==> config.mk <==
export PLATFORM = sky130hd
export DESIGN_NAME = gate_fault_ctrl
export DESIGN_NICKNAME = d
export VERILOG_FILES = /design/src/rtl/gdfp_pkg.sv /design/src/rtl/gdfp_sync.sv /design/src/rtl/gdfp_cmd_side.sv /design/src/rtl/gdfp_drive_fsm.sv /design/src/rtl/gate_fault_ctrl.sv
export SDC_FILE = /design/constraint.sdc
export NUM_CORES = 1
export LEC_CHECK = 0
export ABC_AREA = 1
export BUFFER_PORTS_ARGS = -buffer_cell sky130_fd_sc_hd__buf_2
export CORE_AREA = 2 2 39 41
export CTS_CLUSTER_DIAMETER = 40
export DETAILED_ROUTE_END_ITERATION = 12
export DIE_AREA = 0 0 41 43
export PLACE_DENSITY_LB_ADDON = 0.2
export SLEW_MARGIN = 20
export SYNTH_ARGS = -nofsm -noshare
export SYNTH_HDL_FRONTEND = slang
export SYNTH_SLANG_ARGS = --single-unit
==> constraint.sdc <==
create_clock -name clk -period 2.3 [get_ports clk]
set_input_delay 0.23 -clock clk [delete_from_list [all_inputs] [get_ports clk]]
set_output_delay 0.23 -clock clk [all_outputs]
set_load 0.005 [all_outputs]
==> src/rtl/gdfp_pkg.sv <==
// Shared types for the gate driver fault protection controller.
// Assumes a single clock domain for the model; the link is a wire.
package gdfp_pkg;
    typedef enum logic [1:0] {
        DRV_OFF   = 2'd0,
        DRV_ON    = 2'd1,
        DRV_SOFT  = 2'd2,
        DRV_CLAMP = 2'd3
    } drv_state_t;
endpackage

==> src/rtl/gdfp_sync.sv <==
// Multi-stage synchronizer carrying a level across the isolated link.
// Assumes STAGES >= 2; output delay is STAGES edges.
module gdfp_sync #(
    parameter int STAGES = 2
) (
    input  logic clk,
    input  logic rst_n,
    input  logic d,
    output logic q
);
    logic [STAGES-1:0] shreg;

    // Shift the level through the chain, clearing on reset.
    always_ff @(posedge clk) begin
        if (!rst_n) shreg <= '0;
        else        shreg <= {shreg[STAGES-2:0], d};
    end

    assign q = shreg[STAGES-1];
endmodule

==> src/rtl/gdfp_cmd_side.sv <==
// Command side: differential input decode and sticky fault latch.
// Assumes flt_remote is already synchronized; set outranks clear.
module gdfp_cmd_side (
    input  logic clk,
    input  logic rst_n,
    input  logic in_pos,
    input  logic in_neg,
    input  logic clr_n,
    input  logic flt_remote,
    output logic cmd,
    output logic fault_n
);
    logic locked;

    // Sticky latch: set by remote fault, released only by low clear.
    always_ff @(posedge clk) begin
        if (!rst_n) locked <= 1'b0;
        else        locked <= flt_remote | (locked & clr_n);
    end

    assign cmd     = ~locked & in_pos & ~in_neg;
    assign fault_n = ~locked;
endmodule

==> src/rtl/gdfp_drive_fsm.sv <==
// Drive side: four-state output FSM with dead-gap insertion and
// output-fault latch. Assumes DEAD_CYC >= 1; uvlo has top priority.
module gdfp_drive_fsm
    import gdfp_pkg::*;
#(
    parameter int DEAD_CYC = 1
) (
    input  logic clk,
    input  logic rst_n,
    input  logic cmd,
    input  logic uvlo,
    input  logic desat,
    input  logic gate_low,
    output logic pu_en,
    output logic pd_strong_en,
    output logic pd_weak_en,
    output logic fault_out
);
    localparam int DW = $clog2(DEAD_CYC + 1);

    drv_state_t        state_q, state_d;
    logic              fault_q, fault_d;
    logic [DW-1:0]     dead_q;
    logic              dir_flip;

    // Output fault is taken only with the command on, and dropped when it goes off.
    assign fault_d = cmd & (fault_q | desat);

    // Next-state selection with lockout first, then fault, then command.
    always_comb begin
        state_d = state_q;
        if (uvlo) begin
            state_d = DRV_OFF;
        end else if (fault_d) begin
            case (state_q)
                DRV_ON, DRV_SOFT: state_d = gate_low ? DRV_CLAMP : DRV_SOFT;
                default:          state_d = DRV_CLAMP;
            endcase
        end else begin
            state_d = cmd ? DRV_ON : DRV_OFF;
        end
    end

    assign dir_flip = (state_d == DRV_ON) != (state_q == DRV_ON);

    // State, fault and dead-gap counter registers.
    always_ff @(posedge clk) begin
        if (!rst_n) begin
            state_q <= DRV_OFF;
            fault_q <= 1'b0;
            dead_q  <= '0;
        end else begin
            state_q <= state_d;
            fault_q <= fault_d;
            if (dir_flip)          dead_q <= DW'(DEAD_CYC);
            else if (dead_q != '0) dead_q <= dead_q - 1'b1;
        end
    end

    // Enables decoded from state, all held off during the gap.
    always_comb begin
        pu_en        = 1'b0;
        pd_strong_en = 1'b0;
        pd_weak_en   = 1'b0;
        if (dead_q == '0) begin
            case (state_q)
                DRV_ON:   pu_en        = 1'b1;
                DRV_SOFT: pd_weak_en   = 1'b1;
                default:  pd_strong_en = 1'b1;
            endcase
        end
    end

    assign fault_out = fault_q;
endmodule

==> src/rtl/gate_fault_ctrl.sv <==
// Top: joins command side and drive side through the command link and
// a synchronized fault return path. Assumes synchronous digital inputs.
module gate_fault_ctrl #(
    parameter int SYNC_STAGES = 2,
    parameter int DEAD_CYC    = 1
) (
    input  logic clk,
    input  logic rst_n,
    input  logic in_pos,
    input  logic in_neg,
    input  logic flt_clr_n,
    input  logic uvlo,
    input  logic desat,
    input  logic gate_low,
    output logic cmd_link,
    output logic fault_n,
    output logic pu_en,
    output logic pd_strong_en,
    output logic pd_weak_en
);
    logic flt_drive;
    logic flt_synced;

    gdfp_cmd_side u_cmd (
        .clk        (clk),
        .rst_n      (rst_n),
        .in_pos     (in_pos),
        .in_neg     (in_neg),
        .clr_n      (flt_clr_n),
        .flt_remote (flt_synced),
        .cmd        (cmd_link),
        .fault_n    (fault_n)
    );

    gdfp_sync #(.STAGES(SYNC_STAGES)) u_sync (
        .clk   (clk),
        .rst_n (rst_n),
        .d     (flt_drive),
        .q     (flt_synced)
    );

    gdfp_drive_fsm #(.DEAD_CYC(DEAD_CYC)) u_drv (
        .clk          (clk),
        .rst_n        (rst_n),
        .cmd          (cmd_link),
        .uvlo         (uvlo),
        .desat        (desat),
        .gate_low     (gate_low),
        .pu_en        (pu_en),
        .pd_strong_en (pd_strong_en),
        .pd_weak_en   (pd_weak_en),
        .fault_out    (flt_drive)
    );
endmodule

# Word level (Yosys, flattened, before mapping)

Index checks and enable logic that the tools add are counted.

Flip-flop bits (word level): 7

Reductions and logical operators: 1
Add/subtract/negate cells: 1
Bitwise gates (word level): 8
Eq/ne operators: 4
Mux-type cells: 13

Operator list:

| cell                | number |
|---|---|
| $mux 1              | 10 |
| $mux 2              | 3 |
| $and 1x1->1         | 4 |
| $eq 2x1->1 const B  | 2 |
| $eq 2x2->1 const B  | 1 |
| $not 1->1           | 2 |
| $or 1x1->1          | 2 |
| $reduce_or 2->1     | 1 |
| $ne 1x1->1          | 1 |
| $sub 1x1->1 const B | 1 |

# Longest topological paths before layout

Depth after elaboration: 9
Gate-level depth with buffers: 6

# Modules after synthesis

A second synthesis with hierarchy kept.

Cells, all modules: 43
Area total of the unflattened synthesis: 311.5 um^2

Modules (own cells, without submodules):

| module         | cells each | instances | area an instance (um^2) |
|---|---|---|---|
| gdfp_drive_fsm | 29         | 1         | 205.2 |
| gdfp_sync      | 6          | 1         | 55.1 |
| gdfp_cmd_side  | 8          | 1         | 51.3 |

# Least setup slack after synthesis

OpenSTA, ideal clock, no wires.

Path type: reg-to-reg
Start point: register u_drv.state_q[0]
End point: register u_drv.state_q[0]
Path slack: 1.284 ns
Clock period less this slack: 1.016 ns
Data arrival time: 0.898 ns
Required time: 2.181 ns
Cell stages (with the launch flop): 5
Library setup time: 0.119 ns
Cells stage by stage: dfxtp_1 -> inv_1 -> ha_1 -> nor3_1 -> nor3_2

Cells in the longest elaborated chain, start to end: 5

Ends and longest elaborated chain:

| what                                            | line                 | RTL |
|---|---|---|
| start, declared                                 | gdfp_drive_fsm.sv:21 | `drv_state_t state_q, state_d;` |
| start signal, assigned                          | gdfp_drive_fsm.sv:53 | `state_q <= state_d;` |
| $eq 2x2->1 / $eq 2x1->1 (equally long branches) | gdfp_drive_fsm.sv:35 | `case (state_q)` |
| $reduce_or 2->1 (no line) *                     | --                   |  |
| $mux 2 *                                        | gdfp_drive_fsm.sv:35 |  |
| $mux 2 *                                        | gdfp_drive_fsm.sv:34 | `end else if (fault_d) begin` |
| $mux 2 *                                        | gdfp_drive_fsm.sv:32 | `if (uvlo) begin` |

Every way passes the cells marked *; elsewhere a longest branch is shown, timed or not.
A chain may end at the register's enable or synchronous reset.

# Final worst setup path

Start point: register u_drv.state_q[0]
End point: output pd_strong_en

Cells in the longest elaborated chain, start to end: 4

Ends and longest elaborated chain:

| what                                            | line                  | RTL |
|---|---|---|
| $eq 2x2->1 / $eq 2x1->1 (equally long branches) | gdfp_drive_fsm.sv:66  | `case (state_q)` |
| $reduce_or 2->1 (no line) *                     | --                    |  |
| $mux 1 *                                        | gdfp_drive_fsm.sv:66  |  |
| $mux 1 *                                        | gdfp_drive_fsm.sv:65  | `if (dead_q == '0) begin` |
| end, declared                                   | gate_fault_ctrl.sv:18 | `output logic pd_strong_en,` |

Marked as above.

==> results by group <==
Run status
  – Status: finished, final reports clean

Logic synthesis
  – Post-Syn Instances: 42
  – Synth area leaders: dfxtp_1 (42%), inv_1 (11%), ha_1 (7.4%), nor2_1 (6.7%), nor2_4 (6.7%)
  – Mapped cell area: 336.6 sq um
  – Post-synthesis register bit count: 7
  – Mean post-synth cell area: 8.014 sq um
  – YS warnings: 0
  – Synth top area share: 41.64%
  – Syn Nets: 52
  – Distinct cell type count after synthesis: 14
  – Register area share after synthesis: 41.64%
  – Synth area leader: dfxtp_1

STA
  – Post-route setup slack: 0.9523 ns
  – Tmin final: about 1.3 ns
  – Final Hold Viols: 0
  – Setup TNS: 0 ns
  – Rel. slew slack: 84.79%
  – Worst slew pin tran: between 0.2 and 0.25 ns
  – Hold WS: 0.2096 ns
  – Fmax: around 740 MHz
  – RSZ-0062 raised after global routing: no
  – Clk_skew: 0.001447 ns
  – Crit share post-route: 58.59%
  – Pins Over Slew Limit: 0
  – Final setup viols: 0

Cells and area
  – Most frequent cells in the layout: buf_2 (12), inv_1 (10), dfxtp_1 (7), nor2_1 (6), nand2_1 (4)
  – Layout cells sized above 1: about two fifths
  – Filler cell count: 156
  – Area added between synthesis and finish: 31.60%
  – Layout Nets: 69
  – Most common cell after layout, fill and taps aside: buf_2
  – ANT cells: 0

Worst setup path
  – Most used cell, CP: inv_1
  – Critical path depth: 5
  – Critical path launch point type: register
  – CP top delay family: flip-flops
  – Reg2reg path depth: 4
  – Reg2Reg Setup Slack: 1.24 ns
  – CP max-delay cell: dfxtp_1
  – Worst Path Required: ~2.1 ns
  – CP Max Fanout: 2
  – Cells along the critical path: inv_1 > ha_1 > inv_1 > nor2_1 > buf_2
  – Critical path class: reg2out
  – WP buf/inv: 3
  – Slowest stage delay, CP: 0.33 ns
  – CP Capture Type: primary output
  – Arrival time of the worst setup path: 1.12 ns

Route
  – Avg WL per Cell: 7.473 microns
  – DRC: 0
  – Vias: 285
  – DRT antenna net count: 0
  – DR iter-0 viols: 4
  – Pre-Repair DR Iteration Count: 2
  – Routed WL: 553 microns
  – Routed vias/inst: 3.851

Global route
  – Initial antenna violation count: 0
  – Largest net degree at the start of global routing: 6
  – Tot GR Track Use: under 10%
  – Number of global-route vias before repair: 225
  – First-pass GRT wire length: around 860 microns
  – Grt total ovfl: 0

Power and ir drop
  – Final Power: 0.2631 mW
  – Worst vdd ir: 0.0003421 V
  – Static Leak: roughly 0.23 nW
  – PwrDens: 594.1 mW/mm^2

Floorplanning
  – # rows: 14
  – I/O Pins: 13
  – Die height: around 43 microns
  – Starting Density: between 20% and 30%
  – Core area: 0.001384 sq mm
  – Die W: slightly above 40 microns
  – Total die area: approximately 0.0018 sq mm

Clock network
  – Hold buffers post-CTS: 0
  – Clk_lat worst skew: 0.25 ns
  – Post_cts resized: 0
  – Max clock buf depth: 2
  – Post-CTS Setup Bufs: 0
  – Clock slew at reported path FFs: 0.05 ns
  – Root Buffer: clkbuf_4
  – CTS tree: done
  – CTS buffer count: 3
  – # H-tree levels: 1
  – Clock sinks: 7

Worst hold path
  – WHS Path Cells: 2
  – Worst min path class: in2reg

Flow run
  – Max Cap Viol: 0

Placed design
  – Port Buffer Count: 12
  – Hpwl dp: ~480 microns
  – DP Worst Slack: 1.209 ns
  – Gpl congestion: roughly 0.69
[power breakdown]
part | switching (mW) | total, mW | internal [mW]
Combinational | 0.0159 | 0.0286 | 0.0127
Sequential | 0.00146 | 0.125 | 0.124
Clock | 0.0430 | 0.109 | 0.0660
Total | 0.0603 | 0.263 | 0.203
[stage by stage]
step           area (sq um)  std cells  util [%]
3_3_place_gp          416.7         70     30.11
2_1_floorplan         336.6         42         -
3_5_place_dp          416.7         70     30.11
4_1_cts               442.9         74     32.01
6_report              442.9         74     32.01
5_1_grt               442.9         74     32.01
[worst paths after layout]
path | start | to
setup reg to reg | u_drv.state_q[0] | u_drv.state_q[0]
setup / recovery | u_drv.state_q[0] | pd_strong_en
hold / removal | in_neg | u_drv.fault_out
hold reg to reg | u_sync.shreg[0] | u_sync.shreg[1]
[synthesized netlist by cell type, drive strengths merged]
master / number
ha: 2
dfxtp: 7
nor3: 3
nand4: 2
a21oi: 1
nand2: 6
nor2: 8
nor4: 1
inv: 12
[final cells by class]
class / count / area (sq um) / share of cell area [%]
clock buffer: 4 / 26.28 / 5.932
multi-input combinational: 23 / 151.4 / 34.18
tap: 16 / 20.02 / 4.520
inverter: 12 / 45.04 / 10.17
sequential: 7 / 140.1 / 31.64
timing repair buffer: 12 / 60.06 / 13.56
[per-layer routing]
metal | up-vias | global-route usage (%) | share of wire [%]
met3 | 0 | 9.424 | 11
met2 | 11 | 9.688 | 45
met5 | - | 0 | 0
met1 | 116 | 9.385 | 44
li1 | 158 | - | -
met4 | 0 | 0 | 0
[flip-flops by register name (all words and copies together), names as in the netlist]
signal and cells:
u_cmd.locked 1, u_drv.dead_q 1, u_drv.fault_out 1, u_drv.state_q 2, u_sync.shreg 2
[logic make-up (layout without fill, tap and decap cells)]
family | count (synthesis) | after routing | synth area share [%]
buffers and inverters | 12 | 28 | 13.38
adders and majority gates | 2 | 2 | 7.434
and+or+nand+nor | 20 | 20 | 36.06
AOI/OAI and AO/OA | 1 | 1 | 1.486
DFF | 7 | 7 | 41.63
(Power assumes the default switching activity.)
